--- src/rtl/bc_front_pkg.sv ---
package bc_front_pkg;
  localparam logic [7:0] A_KEY0  = 8'h00;
  localparam logic [7:0] A_IVH   = 8'h18;
  localparam logic [7:0] A_IVL   = 8'h1C;
  localparam logic [7:0] A_CTRL  = 8'h20;
  localparam logic [7:0] A_LEN   = 8'h24;
  localparam logic [7:0] A_DATAH = 8'h28;
  localparam logic [7:0] A_DATAL = 8'h2C;
  localparam logic [7:0] A_REV   = 8'h30;
  localparam logic [7:0] A_MASK  = 8'h34;
  localparam logic [7:0] A_STAT  = 8'h3C;
  localparam logic [7:0] A_IEN   = 8'h40;

  typedef enum logic [1:0] {ST_IN, ST_REQ, ST_RSP, ST_OUT} seq_st_t;
endpackage

--- src/rtl/bc_front_cfg.sv ---
module bc_front_cfg
  import bc_front_pkg::*;
#(
  parameter int DATA_W    = 32,
  parameter int KEY_WORDS = 6,
  localparam int KEY_W    = KEY_WORDS * DATA_W
) (
  input  logic              clk,
  input  logic              rst_n,
  input  logic              wr_en,
  input  logic [7:0]        addr,
  input  logic [DATA_W-1:0] wdata,
  output logic [KEY_W-1:0]  key_flat,
  output logic              cbc,
  output logic              triple,
  output logic              enc,
  output logic [2:0]        dma_mask,
  output logic [1:0]        ien
);
  logic [DATA_W-1:0] key_q [KEY_WORDS];

  for (genvar k = 0; k < KEY_WORDS; k++) begin : g_key
    localparam logic [7:0] KADDR = A_KEY0 + 8'(4 * k);
    always_ff @(posedge clk) begin
      if (!rst_n)                       key_q[k] <= '0;
      else if (wr_en && addr == KADDR) key_q[k] <= wdata;
    end
    assign key_flat[KEY_W-1-k*DATA_W -: DATA_W] = key_q[k];
  end

  always_ff @(posedge clk) begin
    if (!rst_n) begin
      {cbc, triple, enc} <= 3'b000;
      dma_mask           <= 3'b000;
      ien                <= 2'b00;
    end else if (wr_en) begin
      if (addr == A_CTRL) {cbc, triple, enc} <= wdata[4:2];
      if (addr == A_MASK) dma_mask <= wdata[7:5];
      if (addr == A_IEN)  ien <= wdata[2:1];
    end
  end
endmodule

--- src/rtl/bc_front_chain.sv ---
module bc_front_chain #(
  parameter int BLK_W = 64
) (
  input  logic             cbc,
  input  logic             enc,
  input  logic [BLK_W-1:0] din,
  input  logic [BLK_W-1:0] iv,
  input  logic [BLK_W-1:0] core_out,
  output logic [BLK_W-1:0] to_core,
  output logic [BLK_W-1:0] from_core,
  output logic [BLK_W-1:0] iv_next
);
  always_comb begin
    to_core   = (cbc && enc)  ? (din ^ iv)      : din;
    from_core = (cbc && !enc) ? (core_out ^ iv) : core_out;
    // ciphertext is what chains forward in both directions
    iv_next   = enc ? core_out : din;
  end
endmodule

--- src/rtl/bc_front_seq.sv ---
module bc_front_seq
  import bc_front_pkg::*;
#(
  parameter int DATA_W = 32,
  parameter int LEN_W  = 16,
  localparam int BLK_W = 2 * DATA_W
) (
  input  logic              clk,
  input  logic              rst_n,
  input  logic              wr_en,
  input  logic              rd_en,
  input  logic [7:0]        addr,
  input  logic [DATA_W-1:0] wdata,
  input  logic              cbc,
  input  logic              enc,
  output logic              ci_valid,
  input  logic              ci_ready,
  output logic [BLK_W-1:0]  ci_data,
  input  logic              co_valid,
  output logic              co_ready,
  input  logic [BLK_W-1:0]  co_data,
  output logic              in_rdy,
  output logic              out_rdy,
  output logic [1:0]        stat,
  output logic [BLK_W-1:0]  iv,
  output logic [BLK_W-1:0]  dout,
  output logic [LEN_W-1:0]  len
);
  localparam logic [LEN_W-1:0] BLK_BYTES = LEN_W'(BLK_W / 8);

  seq_st_t          st_q;
  logic [BLK_W-1:0] din_q;
  logic [BLK_W-1:0] to_core, from_core, iv_next;
  logic             in_prev, out_prev;
  logic             take_hi, take_lo, drain, rsp_fire;

  bc_front_chain #(.BLK_W(BLK_W)) u_chain (
    .cbc(cbc), .enc(enc), .din(din_q), .iv(iv), .core_out(co_data),
    .to_core(to_core), .from_core(from_core), .iv_next(iv_next)
  );

  assign in_rdy   = (st_q == ST_IN) && (len != '0);
  assign out_rdy  = (st_q == ST_OUT);
  assign ci_valid = (st_q == ST_REQ);
  assign co_ready = (st_q == ST_RSP);
  assign ci_data  = to_core;
  assign take_hi  = wr_en && addr == A_DATAH && in_rdy;
  assign take_lo  = wr_en && addr == A_DATAL && in_rdy;
  assign drain    = rd_en && addr == A_DATAL && out_rdy;
  assign rsp_fire = co_valid && co_ready;

  always_ff @(posedge clk) begin
    if (!rst_n) begin
      st_q     <= ST_IN;
      din_q    <= '0;
      dout     <= '0;
      iv       <= '0;
      len      <= '0;
      stat     <= 2'b00;
      in_prev  <= 1'b0;
      out_prev <= 1'b0;
    end else begin
      unique case (st_q)
        ST_IN:  if (take_lo) st_q <= ST_REQ;
        ST_REQ: if (ci_ready) st_q <= ST_RSP;
        ST_RSP: if (rsp_fire) st_q <= ST_OUT;
        ST_OUT: if (drain) st_q <= ST_IN;
        default: st_q <= ST_IN;
      endcase

      if (take_hi) din_q[BLK_W-1 -: DATA_W] <= wdata;
      if (take_lo) din_q[DATA_W-1:0]        <= wdata;

      if (wr_en && addr == A_IVH) iv[BLK_W-1 -: DATA_W] <= wdata;
      if (wr_en && addr == A_IVL) iv[DATA_W-1:0]        <= wdata;
      if (rsp_fire) begin
        dout <= from_core;
        if (cbc) iv <= iv_next;
      end

      if (wr_en && addr == A_LEN) len <= wdata[LEN_W-1:0];
      else if (drain)             len <= (len >= BLK_BYTES) ? len - BLK_BYTES : '0;

      in_prev  <= in_rdy;
      out_prev <= out_rdy;
      stat <= ((wr_en && addr == A_STAT) ? (stat & wdata[2:1]) : stat)
              | {out_rdy && !out_prev, in_rdy && !in_prev};
    end
  end
endmodule

--- src/rtl/bc_front.sv ---
module bc_front
  import bc_front_pkg::*;
#(
  parameter int         DATA_W    = 32,
  parameter int         KEY_WORDS = 6,
  parameter int         LEN_W     = 16,
  parameter logic [2:0] REV_MAJOR = 3'd2,
  parameter logic [5:0] REV_MINOR = 6'd5,
  localparam int        BLK_W     = 2 * DATA_W,
  localparam int        KEY_W     = KEY_WORDS * DATA_W
) (
  input  logic              clk,
  input  logic              rst_n,
  input  logic              bus_wr,
  input  logic              bus_rd,
  input  logic [7:0]        bus_addr,
  input  logic [DATA_W-1:0] bus_wdata,
  output logic [DATA_W-1:0] bus_rdata,
  output logic              irq,
  output logic              dma_in_req,
  output logic              dma_out_req,
  output logic              ci_valid,
  input  logic              ci_ready,
  output logic [BLK_W-1:0]  ci_data,
  output logic [KEY_W-1:0]  ci_key,
  output logic              ci_triple,
  output logic              ci_encrypt,
  input  logic              co_valid,
  output logic              co_ready,
  input  logic [BLK_W-1:0]  co_data
);
  logic             cbc;
  logic [2:0]       dma_mask;
  logic [1:0]       ien, stat_w;
  logic             in_rdy, out_rdy;
  logic [BLK_W-1:0] iv_w, dout_w;
  logic [LEN_W-1:0] len_w;

  bc_front_cfg #(.DATA_W(DATA_W), .KEY_WORDS(KEY_WORDS)) u_cfg (
    .clk(clk), .rst_n(rst_n), .wr_en(bus_wr), .addr(bus_addr), .wdata(bus_wdata),
    .key_flat(ci_key), .cbc(cbc), .triple(ci_triple), .enc(ci_encrypt),
    .dma_mask(dma_mask), .ien(ien)
  );

  bc_front_seq #(.DATA_W(DATA_W), .LEN_W(LEN_W)) u_seq (
    .clk(clk), .rst_n(rst_n), .wr_en(bus_wr), .rd_en(bus_rd), .addr(bus_addr),
    .wdata(bus_wdata), .cbc(cbc), .enc(ci_encrypt),
    .ci_valid(ci_valid), .ci_ready(ci_ready), .ci_data(ci_data),
    .co_valid(co_valid), .co_ready(co_ready), .co_data(co_data),
    .in_rdy(in_rdy), .out_rdy(out_rdy), .stat(stat_w),
    .iv(iv_w), .dout(dout_w), .len(len_w)
  );

  assign irq         = |(stat_w & ien);
  assign dma_in_req  = dma_mask[0] && dma_mask[2] && in_rdy;
  assign dma_out_req = dma_mask[1] && dma_mask[2] && out_rdy;

  always_comb begin
    bus_rdata = '0;
    unique case (bus_addr)
      A_IVH:   bus_rdata = iv_w[BLK_W-1 -: DATA_W];
      A_IVL:   bus_rdata = iv_w[DATA_W-1:0];
      A_CTRL:  bus_rdata = DATA_W'({cbc, ci_triple, ci_encrypt, in_rdy, out_rdy});
      A_LEN:   bus_rdata = DATA_W'(len_w);
      A_DATAH: bus_rdata = dout_w[BLK_W-1 -: DATA_W];
      A_DATAL: bus_rdata = dout_w[DATA_W-1:0];
      A_REV:   bus_rdata = DATA_W'({REV_MAJOR, 2'b00, REV_MINOR});
      A_MASK:  bus_rdata = DATA_W'({dma_mask, 5'b0});
      A_STAT:  bus_rdata = DATA_W'({stat_w, 1'b0});
      A_IEN:   bus_rdata = DATA_W'({ien, 1'b0});
      default: bus_rdata = '0;
    endcase
  end
endmodule

--- config.mk ---
export PLATFORM = sky130hd
export DESIGN_NAME = bc_front
export DESIGN_NICKNAME = d
export VERILOG_FILES = /design/src/rtl/bc_front_pkg.sv /design/src/rtl/bc_front_cfg.sv /design/src/rtl/bc_front_chain.sv /design/src/rtl/bc_front_seq.sv /design/src/rtl/bc_front.sv
export SDC_FILE = /design/constraint.sdc
export NUM_CORES = 1
export LEC_CHECK = 0
export BUFFER_PORTS_ARGS = -buffer_cell sky130_fd_sc_hd__buf_4
export CORE_ASPECT_RATIO = 1.4
export CORE_MARGIN = 3
export CORE_UTILIZATION = 40
export DETAILED_ROUTE_END_ITERATION = 12
export GPL_ROUTABILITY_DRIVEN = 1
export MAX_ROUTING_LAYER = met4
export PLACE_DENSITY_LB_ADDON = 0.25
export SYNTH_ARGS = -nofsm -noshare
export SYNTH_HDL_FRONTEND = slang
export SYNTH_SLANG_ARGS = --single-unit
--- constraint.sdc ---
create_clock -name clk -period 4.61 [get_ports clk]
set_clock_uncertainty 0.1 [all_clocks]
set_input_delay 0.461 -clock clk [delete_from_list [all_inputs] [get_ports clk]]
set_output_delay 0.461 -clock clk [all_outputs]
set_load 0.05 [all_outputs]
Yosys cells after proc, flatten, opt, wreduce, memory -nomap -nowiden. Memories as Yosys holds them, arrays and structs flattened. Cells that the tools add are included.

Register bits: 222. Bits in writable memories: 192. Input port bits: 110. Output and inout port bits: 295. Logic and storage cells: 130. Memories kept: 1.

Memory list: u_cfg.key_q (words 6, bits a word 32, rd ports 6, clocked after memory_dff 0, write ports 6, line bc_front_cfg.sv:20) `logic [DATA_W-1:0] key_q [KEY_WORDS];`.

Add/sub/neg operators: 1. $lt $le $gt $ge: 1. Equality and inequality tests: 22. Multiplexer cells: 42. Bitwise logic cells: 11. Reduce and logical (&&, ||, !) cells: 38.

Operators with widths (count): $mux 64 (5); $pmux 32 s10 (1); $mux 32 (8); $xor 64x64->64 (2); $eq 8x6->1 const B (7); $mux 16 (3); $eq 8x5->1 const B (4); $logic_and 1x1->1 (26); $mux 1 (19); $eq 8x4->1 const B (2); $ge 16x4->1 const B (1); $reduce_bool 16->1 (1); $sub 16x4->16 const B (1); $mux 2 (5); $eq 8x3->1 const B (1); $eq 8x7->1 const B (1); $logic_not 8->1 (1); $pmux 2 s4 (1); $ne 2x1->1 const B (3); $or 1x1->1 (6); $reduce_and 2->1 (3); $and 2x2->2 (2); $eq 2x2->1 const B (2); $reduce_and 4->1 (1); other kinds (7) (9).

Logic depth before layout (Yosys ltp). Gate-level depths: netlist of the first run.

Depth in word-level cells: 6. Gate-level depth with buffers: 8.

By module. From an unflattened synthesis of the first run, not the netlist that was laid out.

Cell total of the unflattened synthesis: 1976. Area, all modules: 20607.3 um^2.

Modules (own cells, without submodules): bc_front_seq (times used 1, cells an instance 971, area each 8745.9 um^2); bc_front_cfg (times used 1, cells an instance 465, area each 7641.1 um^2); bc_front_chain (times used 1, cells an instance 355, area each 2897.8 um^2); bc_front (times used 1, cells an instance 185, area each 1322.5 um^2).

Worst setup path before layout of the first run. OpenSTA, ideal clock, no wires.

Path kind: input to register. Start point: in bus_addr[3]. End point: mem u_cfg.key_q[0][0], enable pin. Setup time: 0.466 ns. Arrival: 3.494 ns. Data required time: 4.044 ns. Slack: 0.550 ns. Stages: 3. Path buffers: 1. Path through: or4_1 -> clkbuf_1 -> o21ai_0.

RTL lines: start: declaration (line bc_front.sv:16) `input logic [7:0] bus_addr,`; end: declaration (line bc_front_cfg.sv:20).

Worst setup path after layout of the first run.
Start point: reg u_cfg.enc. End point: out ci_data[15].

Cells in the longest elaborated chain, start to end: 2.

Ends and longest elaborated chain: start: declaration (line bc_front_cfg.sv:16) `output logic enc,`; start signal: assignment (line bc_front_cfg.sv:37) `if (addr == A_CTRL) {cbc, triple, enc} <= wdata[4:2];`; $logic_and 1x1->1 (line bc_front_chain.sv:14) `to_core = (cbc && enc) ? (din ^ iv) : din;`; $mux 64 (line bc_front_chain.sv:14); end: declaration (line bc_front.sv:24) `output logic [BLK_W-1:0] ci_data,`.

Every way passes these cells.

==> impl_metrics.csv, run 1 <==
group,metric,value,unit
drt,drt_pass1_iterations,6,
grt,grt_pass1_wl,96800,um
status,status,"finished clean",
drt,vias_per_cell,5.47,
floorplan,core-area,46400,um^2
synthesis,synthArstFlopShare,0,%
power,p_leak,9.57,nW
clock_tree,htreeDepth,2,
final_layout,final_cell_mix,"buf_4, dfxtp_1, and2_1",
critical_path,path_max_fanout,34,
grt,grt-ovfl-total,0,
synthesis,syn_inst,1777,
final_layout,final_common_cell,"buf_4",
timing,fmax,0.261,GHz
drt,drtAntennaViolNets,0,
critical_path,crit_slowest_cell,"and2_2",
place,hpwl,45000,um
hold_path,min-delay-path-class,"in -> reg",
timing,relSlewSlack,20.8,%
drt,dr_total_vias,15084,
synthesis,yosysUniqueCellTypes,53,
synthesis,syn-num-nets,1892,
clock_tree,cts_root_buffer,"clkbuf_16",
clock_tree,cts_buffers,42,
grt,antenna_found_initial,10,
synthesis,ys_seq_area_share,53.9,%
grt,grt_usage,26.3,%
synthesis,synth_edf_count,192,
clock_tree,cts-resized-gates,0,
synthesis,mappedNetlistArea,18900,um^2
drt,routed_wl,66300,um
critical_path,cp-end-kind,"output port",
critical_path,critical_path_buf_inv_count,2,
final_layout,fin_util,51.3,%
grt,grt_pass1_vias,15066,
synthesis,yosys_warnings,0,
timing,worst_pin_slew,1170,ps
drt,drtIter0Drc,1339,
final_layout,finalNetCount,2215,
clock_tree,postCtsSetupRepairBufs,0,
critical_path,crit_required,4050,ps
floorplan,die_h,264,um
floorplan,die_w,190,um
floorplan,dieArea,50000,um^2
timing,maxSlewViolCount,0,
critical_path,startpoint_type,"flip-flop",
place,gp_routability_congestion,0.927,
timing,rsz0062_at_grt,"false",
timing,setup_tns,0,ps
critical_path,max_stage_delay,850,ps
timing,hold_viol,0,
critical_path,crit_family,"simple AND/OR/NAND/NOR gates",
timing,hold_ws,107,ps
power,p_per_area,347,nW/um^2
grt,grt_max_degree,91,
timing,fin_crit_sh,83.1,%
clock_tree,clkTransAtPathRegs,60,ps
drt,drcViolationCount,0,
place,port_buffers,404,
synthesis,ys_seq_elements,414,
floorplan,pin_count,405,
final_layout,fillers,4175,
critical_path,crit_chain,"and2_2, buf_12, nand2_1, xnor2_1, buf_4",
clock_tree,cts_tree,"done",
power,p_total,8.28,mW
clock_tree,postCtsHoldBufs,0,
synthesis,ys.flop_type,"dfxtp_1",
clock_tree,cts_buffer_depth,3,
clock_tree,clk_latency,550,ps
critical_path,startpoint,"u_cfg.enc$_SDFFE_PN0P_",
floorplan,start_util,40.8,%
drt,wire_per_inst,24.1,um
run,maxCapViolCount,0,
timing,post-route-min-period,3830,ps
clock_tree,cts.sinks,414,
timing,finalSetupViolations,0,
floorplan,num_rows,93,
critical_path,arrival,3270,ps
hold_path,hp-start,"co_data[30]",
critical_path,worstSetupPathType,"reg -> out",
power,ir_worst_vdd,0.000219,V
critical_path,rr_startpoint,"u_seq.len[11]$_SDFFE_PN0P_",
synthesis,synth_area_per_cell,10.7,um^2
final_layout,drive_gt1_share,25.1,%
final_layout,syn_to_final_growth,25.8,%
-- cells in the mapped netlist, types with 12 or more instances --
cell type	n	area [um^2]
dfxtp_1	222	4440
and2_1	198	1240
mux2i_1	193	1930
edfxtp_1	192	5770
nand2_1	179	672
nor2_1	145	544
clkbuf_1	114	428
o22ai_1	69	432
xnor2_1	66	578
xor2_1	66	578
a211oi_1	64	480
a22oi_1	63	473
a21oi_1	26	130
nand3_1	21	105
buf_1	18	67.6
o21ai_0	18	90.1
a222oi_1	13	130
inv_1	13	48.8
buf_6	12	135
-- state kept, by name, indices dropped and copies added (netlist names) --
signal / flops
u_cfg.key_q: 192
u_cfg.ien: 2
u_cfg.triple: 1
u_cfg.enc: 1
u_seq.out_prev: 1
u_seq.len: 16
u_seq.dout: 64
u_seq.st_q: 2
u_cfg.cbc: 1
u_cfg.dma_mask: 3
u_seq.stat: 2
u_seq.din_q: 64
u_seq.in_prev: 1
u_seq.iv: 64
-- worst min-delay path: cells and delay by family --
| family | cells | cell delay, ps |
|---|---|---|
| muxes | 1 | 60 |
| AOI/OAI and AO/OA | 1 | 110 |
| buffers and inverters | 1 | 90 |
-- cell families after synthesis --
group                      synth area share (%)
muxes                                      10.2
AOI/OAI and AO/OA                          10.2
buffers and inverters                      3.87
adders and majority gates                 0.330
and+or+nand+nor                            15.4
DFF                                        53.9
xor gates and xnor gates                   6.10
-- through the flow --
step	setup WS [ps]	instance area, um^2	std cells
6_report	780	23800	2756
4_1_cts	753	23800	2749
3_5_place_dp	1310	22400	2673
5_1_grt	730	23800	2756
3_3_place_gp	1350	22400	2673
2_1_floorplan	550	18900	1777
-- final timing paths --
kind                                       end  slack (ps)  cells after the start
setup / recovery                   ci_data[15]         780                      5
hold / removal         u_seq.iv[30]$_SDFF_PN0_         110                      3
setup reg to reg  u_seq.din_q[14]$_SDFFE_PN0P_        1400                      6
hold reg to reg      u_cfg.ien[1]$_SDFFE_PN0P_         390                      2
-- routing by layer --
metal  track usage [%]  vias to the layer above  share of wire, %
met5                 -                        -                 0
met4              12.0                        0               4.8
met3              3.13                      170               5.8
met2              44.5                      664                50
met1              31.2                     7336                39
li1                  -                     6914                 -
-- cell type report --
type,instances,area [um^2],share of cell area [%]
multi-input combinational,1195,8140,34.1
timing repair buffer,433,3260,13.7
inverter,14,55.1,0.231
sequential,414,10200,42.9
tap,617,772,3.24
antenna,7,17.5,0.0735
clock inverter,20,239,1.00
clock buffer,56,1140,4.78
-- power breakdown --
group	total, mW	switching (mW)	internal [mW]
clock network	3.50	1.47	2.02
logic	0.821	0.603	0.217
registers	3.96	0.0332	3.93
total	8.28	2.11	6.17
No activity file was read; power rests on OpenSTA's default activity.
==> inputs of run 2 (changes only) <==
Clock period 4.61 ns to 3.19 ns, I/O delays scaled along.
==> run 2 against run 1 <==
Core utilization increased by 1.5 points; setup slack got worse by 600 ps; clock power increased by 34%; critical path type unchanged; largest cell class unchanged.
==> impl_metrics.csv, run 2 (synthesis results as in run 1) <==
group,metric,value,unit
drt,drtIter0Drc,1088,
timing,fin_crit_sh,94.3,%
final_layout,top_register,"u_cfg.key_q",
place,hpwl,45200,um
timing,relSlewSlack,25.0,%
critical_path,startpoint,"u_seq.len[3]$_SDFFE_PN0P_",
final_layout,fin_cells,2829,
clock_tree,postCtsSetupRepairBufs,0,
clock_tree,cts.sinks,414,
clock_tree,cts_buffers,42,
timing,hold_viol,0,
power,p_per_area,475,nW/um^2
timing,worst_pin_slew,1130,ps
critical_path,worstSetupPathType,"reg -> out",
critical_path,arrival,2590,ps
floorplan,num_rows,93,
floorplan,dieArea,50000,um^2
timing,hold_ws,11.4,ps
power,p_leak,9.88,nW
place,gp_routability_congestion,0.958,
final_layout,final_common_cell,"buf_4",
timing,fmax,0.333,GHz
critical_path,crit_chain,"nor4_1, nand3_1, o21a_1, and3_1, buf_4",
critical_path,critical_path_buf_inv_count,1,
floorplan,pin_count,405,
clock_tree,htreeDepth,2,
grt,grt_usage,26.0,%
critical_path,endpoint,"dma_in_req",
final_layout,syn_to_final_growth,29.5,%
grt,grt_max_degree,109,
grt,antenna_found_initial,2,
drt,drtAntennaViolNets,0,
final_layout,largest_reg_flops,192,
critical_path,r2r_slack,570,ps
clock_tree,cts_tree,"done",
floorplan,die_w,190,um
critical_path,crit_required,2770,ps
floorplan,core-area,46400,um^2
clock_tree,cts_buffer_depth,3,
drt,routed_wl,65300,um
status,status,"finished clean",
critical_path,crit_slowest_cell,"nor4_1",
critical_path,crit_family,"simple AND/OR/NAND/NOR gates",
timing,maxSlewViolCount,0,
timing,post-route-min-period,3010,ps
floorplan,start_util,40.8,%
final_layout,drive_gt1_share,24.7,%
grt,grt-ovfl-total,0,
grt,grt_pass1_vias,15227,
critical_path,path_max_fanout,7,
clock_tree,cts_root_buffer,"clkbuf_16",
grt,grt_pass1_wl,96400,um
timing,rsz0062_at_grt,"false",
floorplan,die_h,264,um
clock_tree,clkTransAtPathRegs,60,ps
critical_path,max_stage_delay,430,ps
critical_path,worstReg2RegEnd,"u_seq.din_q[26]$_SDFFE_PN0P_",
critical_path,cp-end-kind,"output port",
hold_path,min-delay-path-class,"in -> reg",
final_layout,finalNetCount,2296,
power,ir_worst_vdd,0.000343,V
critical_path,worstRegToRegCells,6,
place,port_buffers,404,
final_layout,fin_util,52.9,%
place,dp_cells,2698,
critical_path,rr_startpoint,"u_seq.len[3]$_SDFFE_PN0P_",
run,maxCapViolCount,0,
timing,finalSetupViolations,0,
drt,wire_per_inst,23.1,um
clock_tree,clk_latency,550,ps
drt,drcViolationCount,0,
drt,vias_per_cell,5.37,
drt,drt_pass1_iterations,7,
critical_path,startpoint_type,"flip-flop",
critical_path,crit_cells,5,
drt,dr_total_vias,15192,
final_layout,final_cell_mix,"buf_4, dfxtp_1, and2_1",
## run 2: cell type report
type	instances	area (um^2)
fillers	4144	21900
clock inverters	19	146
diodes	2	5.00
flip-flops and latches	414	10200
multi-input cells	1195	8130
inverters	14	55.1
repair buffers	514	4110
well taps	617	772
clock buffers	54	1110
## run 2: worst min path at each step
stage | start | to | slack [ps] | depth (start not counted)
after CTS | co_data[45] | u_seq.iv[45]$_SDFF_PN0_ | 2 | 3
after detailed placement | u_cfg.ien[1]$_SDFFE_PN0P_ | u_cfg.ien[1]$_SDFFE_PN0P_ | 370 | 2
after global placement | u_cfg.ien[0]$_SDFFE_PN0P_ | u_cfg.ien[0]$_SDFFE_PN0P_ | 360 | 2
after global routing | co_data[46] | u_seq.iv[46]$_SDFF_PN0_ | 20 | 3
final | co_data[45] | u_seq.iv[45]$_SDFF_PN0_ | 10 | 3
after floorplan | u_cfg.dma_mask[0]$_SDFFE_PN0P_ | u_cfg.dma_mask[0]$_SDFFE_PN0P_ | 340 | 2
## run 2: per-layer routing
layer	vias to the layer above	GRT usage, %	wire length, um
li1	7062	-	-
met1	7428	30.5	25400
met4	0	10.8	2820
met5	-	-	0
met3	136	2.38	3360
met2	566	45.4	33700
## run 2: metrics by stage
step	power, mW	worst slack (ps)	cell area [um^2]	setup TNS [ps]
6_report	11.7	183	24500	0
3_3_place_gp	7.03	484	22700	0
3_5_place_dp	7.04	435	22700	0
2_1_floorplan	6.53	-728	18900	-100020
5_1_grt	12.0	58.4	24500	0
4_1_cts	11.8	1.56	24500	0
## run 2: worst min-delay path: stages
cell and delay (ps):
buf_4 100, mux2i_1 70, o22ai_1 120
## run 2: timing repair
item / in CTS / in global routing
setup endpoints to repair: 0 / 4
endpoints found under the hold margin: 67 / 0
hold buffers: 56 / 0
gates resized for setup: 0 / 1
## run 2: where the power goes
group	internal (mW)	leakage (nW)	switching [mW]
clock	2.60	0.609	2.08
sequential	5.68	3.61	0.0468
combinational	0.369	5.66	0.888
